===== config.mk =====
export PLATFORM = sky130hd
export DESIGN_NAME = usb_in_sched
export DESIGN_NICKNAME = d
export VERILOG_FILES = /design/src/rtl/usb_in_pkg.sv /design/src/rtl/ring_span.sv /design/src/rtl/ring_step.sv /design/src/rtl/nak_gate.sv /design/src/rtl/usb_in_sched.sv
export SDC_FILE = /design/constraint.sdc
export NUM_CORES = 1
export LEC_CHECK = 0
export BUFFER_PORTS_ARGS = -buffer_cell sky130_fd_sc_hd__buf_2
export CORE_MARGIN = 3
export CORE_UTILIZATION = 54
export CTS_CLUSTER_SIZE = 20
export DETAILED_ROUTE_END_ITERATION = 7
export PLACE_DENSITY = 0.85
export SLEW_MARGIN = 10
export SYNTH_ARGS = -nofsm -noshare
export SYNTH_HDL_FRONTEND = slang
export SYNTH_SLANG_ARGS = --single-unit
export TNS_END_PERCENT = 10

===== constraint.sdc =====
create_clock -name clk -period 6.9 [get_ports clk]
set_clock_uncertainty 0.15 [all_clocks]
set_input_delay 0.345 -clock clk [delete_from_list [all_inputs] [get_ports clk]]
set_output_delay 0.345 -clock clk [all_outputs]
set_load 0.05 [all_outputs]

===== src/rtl/usb_in_pkg.sv =====
package usb_in_pkg;
    typedef enum logic [1:0] {
        ST_IDLE = 2'd0,
        ST_EVAL = 2'd1,
        ST_READ = 2'd2,
        ST_WAIT = 2'd3
    } sched_state_t;
endpackage


===== src/rtl/ring_span.sv =====
// Words waiting between read and write offsets of a circular buffer.
module ring_span #(
    parameter int AW = 8
) (
    input  logic [AW-1:0] wr_i,
    input  logic [AW-1:0] rd_i,
    input  logic [AW:0]   size_i,
    output logic [AW:0]   span_o
);
    logic [AW:0] wr_x;
    logic [AW:0] rd_x;

    assign wr_x = {1'b0, wr_i};
    assign rd_x = {1'b0, rd_i};

    always_comb begin
        if (wr_x >= rd_x) begin
            span_o = wr_x - rd_x;
        end else begin
            span_o = size_i - rd_x + wr_x;
        end
    end
endmodule


===== src/rtl/ring_step.sv =====
// Advance an offset by a count, modulo the buffer length.
module ring_step #(
    parameter int AW = 8
) (
    input  logic [AW-1:0] base_i,
    input  logic [AW:0]   inc_i,
    input  logic [AW:0]   size_i,
    output logic [AW-1:0] next_o
);
    localparam int SW = AW + 2;

    logic [SW-1:0] sum_w;
    logic [SW-1:0] lim_w;
    logic [SW-1:0] res_w;
    logic [1:0]    hi_unused;

    assign sum_w = {2'b00, base_i} + {1'b0, inc_i};
    assign lim_w = {1'b0, size_i};
    assign res_w = (sum_w >= lim_w) ? (sum_w - lim_w) : sum_w;
    assign next_o = res_w[AW-1:0];
    assign hi_unused = res_w[SW-1:AW];
endmodule


===== src/rtl/nak_gate.sv =====
// Counts NAKs given to a short packet and says when the limit is reached.
module nak_gate #(
    parameter int CW = 4
) (
    input  logic          clk,
    input  logic          rst_n,
    input  logic [CW-1:0] lim_i,
    input  logic          bump_i,
    input  logic          sent_i,
    output logic          reached_o
);
    localparam logic [CW-1:0] CNT_MAX = {CW{1'b1}};

    logic [CW-1:0] cnt_q;
    logic [CW-1:0] lim_q;
    logic          lim_moved;

    assign lim_moved = (lim_i != lim_q);
    assign reached_o = (cnt_q >= lim_i);

    always_ff @(posedge clk) begin
        if (!rst_n) begin
            cnt_q <= '0;
            lim_q <= '0;
        end else begin
            lim_q <= lim_i;
            if (sent_i || lim_moved) begin
                cnt_q <= '0;
            end else if (bump_i && (cnt_q != CNT_MAX)) begin
                cnt_q <= cnt_q + 1'b1;
            end
        end
    end
endmodule


===== src/rtl/usb_in_sched.sv =====
module usb_in_sched
    import usb_in_pkg::*;
#(
    parameter int AW = 8,
    parameter int CW = 4
) (
    input  logic          clk,
    input  logic          rst_n,
    input  logic          tok_in,
    input  logic [AW-1:0] wr_off,
    input  logic [AW:0]   buf_size,
    input  logic [AW:0]   max_pkt,
    input  logic [CW-1:0] nak_lim,
    input  logic          host_ack,
    input  logic          host_tmo,
    output logic          rsp_valid,
    output logic          rsp_send,
    output logic [AW:0]   pkt_words,
    output logic [AW-1:0] pkt_start,
    output logic          mem_rd,
    output logic [AW-1:0] mem_addr,
    output logic [AW-1:0] rd_off
);
    localparam logic [AW:0] ONE_W = {{AW{1'b0}}, 1'b1};

    sched_state_t state_q, state_d;

    logic [AW-1:0] rd_off_q;
    logic [AW-1:0] cur_q;
    logic [AW-1:0] end_q;
    logic [AW:0]   left_q;

    logic [AW:0]   span;
    logic [AW-1:0] end_off;
    logic [AW-1:0] cur_next;
    logic          short_ok;

    logic          is_eval;
    logic          full_pkt;
    logic          empty;
    logic          send_now;
    logic [AW:0]   words_now;
    logic          nak_bump;
    logic          nak_sent;

    ring_span #(.AW(AW)) u_span (
        .wr_i   (wr_off),
        .rd_i   (rd_off_q),
        .size_i (buf_size),
        .span_o (span)
    );

    ring_step #(.AW(AW)) u_end (
        .base_i (rd_off_q),
        .inc_i  (words_now),
        .size_i (buf_size),
        .next_o (end_off)
    );

    ring_step #(.AW(AW)) u_cur (
        .base_i (cur_q),
        .inc_i  (ONE_W),
        .size_i (buf_size),
        .next_o (cur_next)
    );

    nak_gate #(.CW(CW)) u_nak (
        .clk       (clk),
        .rst_n     (rst_n),
        .lim_i     (nak_lim),
        .bump_i    (nak_bump),
        .sent_i    (nak_sent),
        .reached_o (short_ok)
    );

    // Decision made while evaluating a token.
    always_comb begin
        is_eval   = (state_q == ST_EVAL);
        full_pkt  = (span >= max_pkt);
        empty     = (span == '0);
        send_now  = full_pkt || (!empty && short_ok);
        words_now = full_pkt ? max_pkt : span;
        nak_bump  = is_eval && !empty && !full_pkt && !short_ok;
        nak_sent  = is_eval && send_now;
    end

    // State register.
    always_ff @(posedge clk) begin
        if (!rst_n) begin
            state_q <= ST_IDLE;
        end else begin
            state_q <= state_d;
        end
    end

    // Transitions.
    always_comb begin
        state_d = state_q;
        unique case (state_q)
            ST_IDLE: if (tok_in) state_d = ST_EVAL;
            ST_EVAL: state_d = send_now ? ST_READ : ST_IDLE;
            ST_READ: if (left_q == ONE_W) state_d = ST_WAIT;
            ST_WAIT: if (host_ack || host_tmo) state_d = ST_IDLE;
            default: state_d = ST_IDLE;
        endcase
    end

    // Outputs and datapath registers.
    always_ff @(posedge clk) begin
        if (!rst_n) begin
            rsp_valid <= 1'b0;
            rsp_send  <= 1'b0;
            pkt_words <= '0;
            pkt_start <= '0;
            rd_off_q  <= '0;
            cur_q     <= '0;
            end_q     <= '0;
            left_q    <= '0;
        end else begin
            rsp_valid <= 1'b0;
            unique case (state_q)
                ST_IDLE: ;
                ST_EVAL: begin
                    rsp_valid <= 1'b1;
                    rsp_send  <= send_now;
                    pkt_words <= send_now ? words_now : '0;
                    pkt_start <= rd_off_q;
                    cur_q     <= rd_off_q;
                    left_q    <= send_now ? words_now : '0;
                    end_q     <= end_off;
                end
                ST_READ: begin
                    cur_q  <= cur_next;
                    left_q <= left_q - ONE_W;
                end
                ST_WAIT: begin
                    if (host_ack) rd_off_q <= end_q;
                end
                default: ;
            endcase
        end
    end

    assign mem_rd   = (state_q == ST_READ);
    assign mem_addr = cur_q;
    assign rd_off   = rd_off_q;
endmodule


==> results of run 1 <==
==> Yosys cell counts, drive strengths merged, types with 10 or more instances <==
library cell,instances
a211oi,11
a21o,12
a21oi,60
buf,10
clkbuf,17
dfxtp,62
fa,12
ha,65
inv,85
mux2i,18
nand2,54
nand3,30
nor2,44
nor3,14
o21ai,58
xnor2,21
xor2,18
==> critical path, delay by kind of cell, from the launching register on <==
kind | cells | cell delay, ns
AOI/OAI and AO/OA | 17 | 2.91
xor gates and xnor gates | 1 | 0.17
adders and majority gates | 6 | 1.84
buffers and inverters | 3 | 0.18
DFF | 1 | 0.37
muxes | 2 | 0.65
and+or+nand+nor | 6 | 0.77
==> timing repair <==
action | 4_1_cts | 5_1_grt
hold buffers | 0 | 0
pin swaps | 1 | 19
setup endpoints to repair | 7 | 8
hold endpoints to repair | 0 | 0
buffers inserted | 1 | 6
resized for setup | 6 | 17
==> report_power, final <==
| part | switching (mW) | internal, mW |
|---|---|---|
| sequential | 0.0217 | 0.384 |
| clock | 0.170 | 0.209 |
| combinational | 0.448 | 0.322 |
==> routing by layer <==
metal / vias up / wire length, um
li1: 2737 / -
met1: 2733 / 7020
met2: 334 / 8230
met3: 80 / 1390
met4: 0 / 868
met5: - / 0
==> cells in the final DEF, fill, tap and decap left out, types with 9 or more instances in the layout <==
cell	n
a21o_1	12
a21oi_1	53
buf_2	70
buf_4	44
clkbuf_8	9
dfxtp_1	56
fa_1	10
ha_1	62
inv_1	82
mux2i_1	17
nand2_1	51
nand3_1	30
nor2_1	42
nor3_1	14
o21ai_0	41
o21ai_1	14
xnor2_1	21
xor2_1	18
==> registers in the layout, summed over array words and instances, names as in the netlist, named ones only <==
| register | count |
|---|---|
| state_q | 1 |
| rsp_send | 1 |
| rd_off | 8 |
| mem_addr | 8 |
| end_q | 8 |
| u_nak.lim_q | 4 |
| pkt_words | 9 |
| left_q | 9 |
| pkt_start | 8 |
| u_nak.cnt_q | 4 |
| rsp_valid | 1 |
==> through the flow <==
step / setup TNS (ns) / hold slack [ns] / setup WS, ns / area [um^2]
finish: -1.04 / 0.116 / -0.190 / 6800
global route: -2.68 / 0.108 / -0.405 / 6800
CTS: 0 / 0.112 / 0.00992 / 6690
detailed placement: -2.18 / 0.290 / -0.296 / 6420
global placement: 0 / 0.277 / 0.0414 / 6420
floorplan: 0 / 0.275 / 0.00132 / 5760
==> area by class of cell <==
cell class,count,area share (%)
clock inverter,7,1.54
clock buffer,9,1.82
tap,133,2.45
sequential,62,18.4
timing repair buffer,116,10.3
inverter,85,4.75
multi-input combinational,546,60.7
==> logic make-up (layout without fill, tap and decap cells) <==
kind of cell	after synthesis	after routing	share of synthesized area, %
AND/OR/NAND/NOR	202	202	17.8
flip-flops	62	62	21.8
adder cells (fa/ha/maj)	77	77	18.5
AO/OA/AOI/OAI	205	205	23.6
buffers and inverters	112	217	8.01
multiplexers	23	23	4.37
XOR/XNOR	39	39	5.99
==> final timing paths <==
| kind | from | endpoint | slack, ns | cells past startpoint |
|---|---|---|---|---|
| setup / recovery | rd_off[1]$_SDFFE_PN0P_ | end_q[0]$_SDFFE_PN0P_ | -0.19 | 35 |
| setup reg to reg | rd_off[1]$_SDFFE_PN0P_ | end_q[0]$_SDFFE_PN0P_ | -0.19 | 35 |
| hold reg to reg | pkt_words[1]$_SDFFE_PN0P_ | pkt_words[1]$_SDFFE_PN0P_ | 0.30 | 2 |
| hold / removal | nak_lim[0] | u_nak.lim_q[0]$_SDFF_PN0_ | 0.12 | 2 |
==> out/qor.yml, run 1 <==
status: "finished, violations left"
violations: "setup timing"
cp_slowest_stage_delay_ns: 0.52
rsz0062_at_grt: "true"
use_met3_pct: 5.62
drc: 0
drv_slew: 0
dieWidth_um: 109
clk_pin_slew_ns: 0.08
numCtsBuffers: 9
path_max_fanout: 4
ant_nets: 0
wl_per_cell_um: 18.3
vias: 5884
cts_max_path_buffers: 2
cts-root-buf: "clkbuf_8"
synth_cell_type_count: 74
hold_violations: 0
crit_top_cell: "a21oi_2"
drt_iter0_markers: 602
peakVddDrop_mv: 0.133
mappedNetlistNets: 832
grtUsageTotal_pct: 28.8
setup_viol: 8
insertion_delay_ns: 0.35
hold_path.class: "in2reg"
post-route-min-period_ns: 7.09
first_global_vias: 5668
cts.sinks: 62
fin_crit_sh_pct: 103
num_antenna_cells: 0
top_usage_layer: "met2"
cp.arrival_ns: 7.22
synth-seq-cells: 62
first_pass_iters: 6
yosysWarnings: 0
ys.flop_type: "dfxtp_1"
seq_area_frac_synth_pct: 21.8
htreeDepth: 3
fin_ws_ns: -0.190
synth_top_cell_by_area: "dfxtp_1"
drv_cap: 0
grt_overflow: 0
synth_edf_count: 0
fp.dieH_um: 109
layout.area.seq_um2: 1250
worst_pin_slew_ns: 0.944
drt-total-wl_mm: 17.5
drive_gt1_share_pct: 23.0
leakagePower_nw: 3.13
synthCells: 720
slew_headroom_pct: 37.1
area_growth_pct: 19.3
die-area_um2: 11800
floorplan.initialDensity_pct: 57.0
final_util_pct: 68.0
grt_max_degree: 29
powerDensity_nw_per_um2: 229
grt_first_pass_wirelength_mm: 26.7
finalPower_mw: 1.56
synthTopCellsByArea: "dfxtp_1, ha_1, inv_1"
synth-async-reset-ratio_pct: 0
dp_hpwl_mm: 13.6
antenna_found_initial: 0
core_area_um2: 10000
place.gp.congestion: 0.999
grt.met2_usage_pct: 49.3
met1_usage_pct: 35.2
cts_tree: "built"
slowest_stage: "fa_1"
syn_area_um2: 5700
viasPerCell: 6.14
multi_input_area_um2: 4130
finalNetCount: 932
io_pins: 71
avgSynthCellArea_um2: 7.92
port-buffer-count: 70
path_class: "reg2reg"
fill_cells: 813
placed_cells: 935
final_cells: 958
fmax_ghz: 0.141
cp-start-kind: "register"
synth_top_area_share_pct: 21.8
cp-end-kind: "register"
crit_required_ns: 7.03
rows: 36
Power figures use the tool's default switching activity.
==> run 2: changes to the inputs <==
--- a/config.mk
+++ b/config.mk
@@ -8,9 +8,11 @@
 export BUFFER_PORTS_ARGS = -buffer_cell sky130_fd_sc_hd__buf_2
 export CORE_MARGIN = 3
 export CORE_UTILIZATION = 54
+export CTS_BUF_LIST = sky130_fd_sc_hd__clkbuf_16
 export CTS_CLUSTER_SIZE = 20
 export DETAILED_ROUTE_END_ITERATION = 7
 export PLACE_DENSITY = 0.85
+export REMOVE_ABC_BUFFERS = 1
 export SLEW_MARGIN = 10
 export SYNTH_ARGS = -nofsm -noshare
 export SYNTH_HDL_FRONTEND = slang
==> run 2 against run 1 <==
Effect of this change: the flow still finishes with violations (setup timing); design area rose by 7.3%; final cell count rose by 4.0%; global-route usage rose by 2.3 points; flip-flop and latch count did not move; total power rose by 12%; combinational power rose by 8.3%; sequential power barely moved; critical path depth fell by 3; routed wire length rose by 4.7%; utilization rose by 5.0 points; critical endpoint is now end_q[3]$_SDFFE_PN0P_; largest cell class unchanged; highest routed layer unchanged.
==> out/qor.yml, run 2 (same netlist as run 1, synthesis figures left out) <==
placed_cells: 971  # +3.9%
cts-root-buf: "clkbuf_16"
peakVddDrop_mv: 0.126  # -5.9%
reg2reg_slack_ns: -0.01  # +0.18 ns
multi_input_area_um2: 4250  # +2.8%
final_util_pct: 73.0  # +5.0 points
drv_cap: 0  # unchanged
layout.area.seq_um2: 1240  # -0.60%
cp.arrival_ns: 6.94  # -0.28 ns
wl_per_cell_um: 18.4  # +0.66%
violations: "setup timing"
io_pins: 71  # unchanged
fin_setup_tns_ns: -0.0274  # +1.01 ns
drv_slew: 0  # unchanged
finalNetCount: 970  # +4.1%
first_global_vias: 5871  # +3.6%
hold_violations: 0  # unchanged
area_growth_pct: 28.0
leakagePower_nw: 3.38  # +8.1%
cp_slowest_stage_delay_ns: 0.55  # +0.03 ns
first_pass_iters: 6  # unchanged
status: "finished, violations left"
drc: 0  # unchanged
fin_area_um2: 7300  # +7.3%
cp-start-kind: "register"
htreeDepth: 3  # unchanged
port-buffer-count: 70  # unchanged
path_max_fanout: 5  # +1
place.gp.congestion: 1.02  # +2.5%
internal_power_mw: 1.08  # +18%
post-route-min-period_ns: 6.91  # -0.180 ns
final_common_cell: "inv_1"
numCtsBuffers: 9  # unchanged
r2r_cells: 32  # -8.6%
rows: 36  # unchanged
mostFrequentLayoutCells: "inv_1, buf_4, buf_2"
insertion_delay_ns: 0.34  # about the same
final_cells: 996  # +4.0%
floorplan.initialDensity_pct: 57.0  # unchanged
cts.sinks: 62  # unchanged
hold_path.class: "in2reg"
fp.dieH_um: 109  # unchanged
seq_power_share_pct: 23.4  # -2.7 points
vias: 5956  # +1.2%
clk_pin_slew_ns: 0.06  # -0.02 ns
num_antenna_cells: 0  # unchanged
whs_ns: 0.119  # +0.00272 ns
reg.largest.list: "left_q (9), pkt_words (9)"
slowest_stage: "fa_1"
drt-total-wl_mm: 18.3  # +4.7%
fin_crit_sh_pct: 100  # -2.6 points
slew_headroom_pct: 34.8  # -2.3 points
grt_first_pass_wirelength_mm: 28.7  # +7.4%
dieWidth_um: 109  # unchanged
antenna_found_initial: 0  # unchanged
rsz0062_at_grt: "true"
grt_overflow: 0  # unchanged
cts_tree: "built"
switchingPower_mw: 0.662  # +3.5%
cts_max_path_buffers: 2  # unchanged
worst_pin_slew_ns: 0.978  # +0.0344 ns
path_class: "reg2reg"
combPwrFrac_pct: 47.9  # -1.6 points
switching_share_pct: 38.0  # -3.1 points
crit_top_cell: "a21oi_2"
setup_viol: 4  # -4
cp-end-kind: "register"
grt_max_degree: 31  # +6.9%
dp_hpwl_mm: 13.6  # +0.53%
fill_cells: 782  # -3.8%
drt_iter0_markers: 568  # -5.6%
fin_ws_ns: -0.00955  # +0.180 ns
core_area_um2: 10000  # unchanged
crit_required_ns: 6.93  # -0.10 ns
post_dp_cell_area_um2: 6640  # +3.4%
powerDensity_nw_per_um2: 239  # +4.4%
viasPerCell: 5.98  # -2.6%
die-area_um2: 11800  # unchanged
grtUsageTotal_pct: 31.1  # +2.3 points
fmax_ghz: 0.145  # +2.6%
drive_gt1_share_pct: 27.1  # +4.1 points
hold_depth: 2  # unchanged
ant_nets: 0  # unchanged
pwr-share-clk_pct: 28.6  # +4.3 points
==> run 2: cell types whose count changed in the layout (fill, tap and decap cells not counted), sizes merged <==
cell and change:
buf +38, clkinv +1, inv -1
==> run 2: final cells by class <==
class / instances / area share [%]
Inverter: 85 / 4.37
Timing Repair Buffer: 154 / 13.7
Clock inverter: 7 / 1.32
Multi-Input combinational cell: 546 / 58.2
Sequential cell: 62 / 17.0
Clock buffer: 9 / 3.09
Tap cell: 133 / 2.28
==> run 2: layer usage <==
| layer | track usage, % | routed length, um | up-vias |
|---|---|---|---|
| met3 | 6.39 | 1540 | 61 |
| met2 | 53.4 | 8840 | 309 |
| met5 | 0 | 0 | - |
| met1 | 38.8 | 7330 | 2767 |
| li1 | - | - | 2819 |
| met4 | 10.6 | 619 | 0 |
==> run 2: final timing paths <==
kind | from | endpoint
worst min-delay path | nak_lim[0] | u_nak.lim_q[0]$_SDFF_PN0_
worst max-delay path | rd_off[1]$_SDFFE_PN0P_ | end_q[3]$_SDFFE_PN0P_
worst max register to register | rd_off[1]$_SDFFE_PN0P_ | end_q[3]$_SDFFE_PN0P_
worst min register to register | pkt_words[0]$_SDFFE_PN0P_ | pkt_words[0]$_SDFFE_PN0P_
==> run 2: critical path: cells and delay by family (launching register included) <==
kind                       cells  cell delay, ns
adders and majority gates      5            1.78
AOI/OAI and AO/OA             13            2.22
xor gates and xnor gates       1            0.15
and+or+nand+nor                6            1.11
DFF                            1            0.33
buffers and inverters          5            0.55
muxes                          2            0.44
==> run 2: per-stage QoR <==
step / power (mW) / setup WS [ns]
floorplan: 0.877 / -0.537
global placement: 1.11 / -0.245
detailed placement: 1.14 / -0.663
CTS: 1.68 / 0.00393
global route: 1.83 / -0.265
finish: 1.74 / -0.00955
==> run 2: power by group through the flow <==
| stage | logic, mW | clock network (mW) | registers [mW] |
|---|---|---|---|
| after global placement | 0.698 | 0 | 0.413 |
| after global routing | 0.905 | 0.516 | 0.411 |
| after CTS | 0.769 | 0.500 | 0.407 |
| after floorplan | 0.445 | 0 | 0.432 |
| final | 0.835 | 0.499 | 0.408 |
| after detailed placement | 0.728 | 0 | 0.414 |
==> run 2: repair_timing <==
item	in CTS	in global routing
pin swaps	17	27
setup buffers	5	4
gates cloned	0	0
hold buffers	0	0
resized for setup	30	32
endpoints found under the setup margin	8	8
==> run 3: changes to the inputs <==
--- a/config.mk
+++ b/config.mk
@@ -7,13 +7,13 @@
 export LEC_CHECK = 0
 export BUFFER_PORTS_ARGS = -buffer_cell sky130_fd_sc_hd__buf_2
 export CORE_MARGIN = 3
-export CORE_UTILIZATION = 54
+export CORE_UTILIZATION = 60
 export CTS_BUF_LIST = sky130_fd_sc_hd__clkbuf_16
 export CTS_CLUSTER_SIZE = 20
 export DETAILED_ROUTE_END_ITERATION = 7
-export PLACE_DENSITY = 0.85
+export MAX_ROUTING_LAYER = met4
+export PLACE_DENSITY = 0.89
 export REMOVE_ABC_BUFFERS = 1
-export SLEW_MARGIN = 10
 export SYNTH_ARGS = -nofsm -noshare
 export SYNTH_HDL_FRONTEND = slang
 export SYNTH_SLANG_ARGS = --single-unit
==> constraint.sdc (replaced) <==
create_clock -name clk -period 6.58 [get_ports clk]
set_clock_uncertainty 0.15 [all_clocks]
set_input_delay 0.329 -clock clk [delete_from_list [all_inputs] [get_ports clk]]
set_output_delay 0.329 -clock clk [all_outputs]
set_load 0.05 [all_outputs]
==> run 3 against run 2 <==
Effect of this change: the flow still finishes with violations (setup timing); flip-flop and latch count is the same; total power grew 15%; critical path type unchanged; clock power shrank 3%; first-iteration DRC count grew 50%; design area grew 5.2%; final cell count grew 4.3%; non-clock buffer count grew 49; utilization grew 13 points; register-to-register slack lost 0.86 ns; largest power group unchanged.
==> out/qor.yml, run 3 (same netlist as run 1, synthesis figures left out) <==
status: "finished, violations left"
violations: "setup timing"
rsz0062_at_grt: "true"
cts_tree: "built"
hold_depth: 2  # unchanged
grtUsageTotal_pct: 44.1  # +13 points
grt_first_pass_wirelength_mm: 34.8  # +21%
finalNetCount: 1019  # +5.1%
fin_setup_tns_ns: -6.37  # -6.35 ns
slowest_stage: "or4_4"
reg2reg_slack_ns: -0.87  # -0.86 ns
dp_hpwl_mm: 14.6  # +7.3%
combPwrFrac_pct: 54.2  # +6.3 points
reg.largest.list: "left_q (9), pkt_words (9)"
reg2reg_from: "rd_off[0]$_SDFFE_PN0P_"
fin_crit_sh_pct: 113  # +13 points
drt-total-wl_mm: 24.6  # +34%
wl_per_cell_um: 23.7  # +29%
vias: 7152  # +20%
drt_iter0_markers: 853  # +50%
first_pass_iters: 8  # +2
rr_endpoint: "end_q[7]$_SDFFE_PN0P_"
drv_cap: 0  # unchanged
critPathBufInv: 6  # +1
rows: 34  # -5.6%
mostFrequentLayoutCells: "buf_4, inv_1, buf_2"
finalPower_mw: 2.00  # +15%
cp_slowest_stage_delay_ns: 0.48  # -0.07 ns
slew_headroom_pct: 29.1  # -5.7 points
cp.arrival_ns: 7.46  # +0.52 ns
die-area_um2: 10700  # -9.5%
dieWidth_um: 103  # -4.9%
final_common_cell: "buf_4"
final_cells: 1039  # +4.3%
core_area_um2: 8980  # -10%
powerDensity_nw_per_um2: 260  # +9.0%
drive_gt1_share_pct: 31.8  # +4.7 points
cp-end-kind: "register"
cp-start-kind: "register"
switchingPower_mw: 0.829  # +25%
area_growth_pct: 34.7
peakVddDrop_mv: 0.142  # +13%
worst_pin_slew_ns: 1.06  # +0.0849 ns
cts.sinks: 62  # unchanged
placed_cells: 1006  # +3.6%
crit_required_ns: 6.60  # -0.33 ns
drv_slew: 0  # unchanged
ant_nets: 0  # unchanged
grt_max_degree: 31  # unchanged
min_from: "nak_lim[0]"
fin_ws_ns: -0.865  # -0.856 ns
seq_power_share_pct: 21.6  # -1.8 points
internal_power_mw: 1.17  # +8.3%
htreeDepth: 3  # unchanged
path_max_fanout: 6  # +1
cts-root-buf: "clkbuf_16"
cts_max_path_buffers: 2  # unchanged
grt_overflow: 0  # unchanged
hold_path.class: "in2reg"
drc: 0  # unchanged
fmax_ghz: 0.134  # -7.2%
r2r_cells: 32  # unchanged
antenna_found_initial: 1  # +1
cts_hold_buf: 0  # unchanged
path_class: "reg2reg"
first_global_vias: 7017  # +20%
place.gp.congestion: 1.01  # -0.93%
post-route-min-period_ns: 7.45  # +0.536 ns
viasPerCell: 6.88  # +15%
setup_viol: 8  # +4
crit_family: "compound AO/OA/AOI/OAI gates"
insertion_delay_ns: 0.34  # about the same
leakagePower_nw: 3.62  # +7.0%
whs_endpoint: "u_nak.lim_q[0]$_SDFF_PN0_"
clk_pin_slew_ns: 0.06  # about the same
crit_top_cell: "buf_4"
hold_violations: 0  # unchanged
switching_share_pct: 41.5  # +3.5 points
port-buffer-count: 70  # unchanged
numCtsBuffers: 9  # unchanged
fp.dieH_um: 103  # -4.9%
pwr-share-clk_pct: 24.2  # -4.4 points
floorplan.initialDensity_pct: 63.5  # +6.5 points
path_depth: 32  # unchanged
io_pins: 71  # unchanged
[run 3: cell count changes in the layout (fill, tap and decap cells not counted), moves of 2 or more]
cell / before / now
buf_4: 79 / 131
buf_6: 5 / 1
inv_1: 82 / 84
clkinv_2: 0 / 3
a211oi_1: 7 / 5
clkinvlp_4: 2 / 0
a21oi_1: 49 / 47
[run 3: worst register-to-register path: cells and delay by family (launching register included)]
kind / cells / cell delay, ns
XOR/XNOR: 1 / 0.16
buffers and inverters: 6 / 0.85
AND/OR/NAND/NOR: 5 / 1.14
multiplexers: 2 / 0.60
adder cells (fa/ha/maj): 6 / 1.87
flip-flops: 1 / 0.36
AO/OA/AOI/OAI: 12 / 2.16
[run 3: how the worst max path moves through the flow]
stage,from,endpoint
2_1_floorplan,rd_off[1]$_SDFFE_PN0P_,end_q[0]$_SDFFE_PN0P_
3_3_place_gp,wr_off[1],end_q[3]$_SDFFE_PN0P_
3_5_place_dp,wr_off[1],end_q[2]$_SDFFE_PN0P_
4_1_cts,rd_off[1]$_SDFFE_PN0P_,end_q[2]$_SDFFE_PN0P_
5_1_grt,rd_off[0]$_SDFFE_PN0P_,end_q[7]$_SDFFE_PN0P_
6_report,rd_off[0]$_SDFFE_PN0P_,end_q[7]$_SDFFE_PN0P_
[run 3: metrics by stage]
stage	hold slack (ns)	cell area [um^2]	utilization [%]	setup slack, ns
after floorplan	0.275	5560	-	-0.857
after global placement	0.278	6960	77.6	-0.551
after detailed placement	0.288	6960	77.6	-1.06
after CTS	0.123	7540	84.0	-0.0785
after global routing	0.114	7680	85.6	-1.03
final	0.105	7680	85.6	-0.865
[run 3: timing repair]
action	in CTS	in global routing
setup buffers	10	6
setup endpoints to repair	8	8
gates resized for setup	47	20
cloned	0	0
pin swaps	23	13
[run 3: cell type report]
type                    count  area [um^2]
multi-input cells         546         4300
repair buffers            203         1370
well taps                 126          158
clock buffers               9          225
clock inverters             7         66.3
flip-flops and latches     62         1240
fillers                   455         1290
diodes                      1         2.50
inverters                  85          319
[run 3: per-layer routing]
metal / track usage, % / vias up / wire length, um
met5: - / - / 0
met4: 35.6 / 0 / 2740
met3: 13.6 / 314 / 3250
met2: 68.2 / 702 / 10600
met1: 46.0 / 3222 / 7950
li1: - / 2914 / -
[run 3: power by group through the flow]
stage | logic (mW) | clock network [mW] | registers [mW]
after floorplan | 0.466 | 0 | 0.453
after global routing | 1.13 | 0.492 | 0.433
after detailed placement | 0.825 | 0 | 0.435
after CTS | 0.909 | 0.471 | 0.428
after global placement | 0.781 | 0 | 0.433
final | 1.08 | 0.484 | 0.431
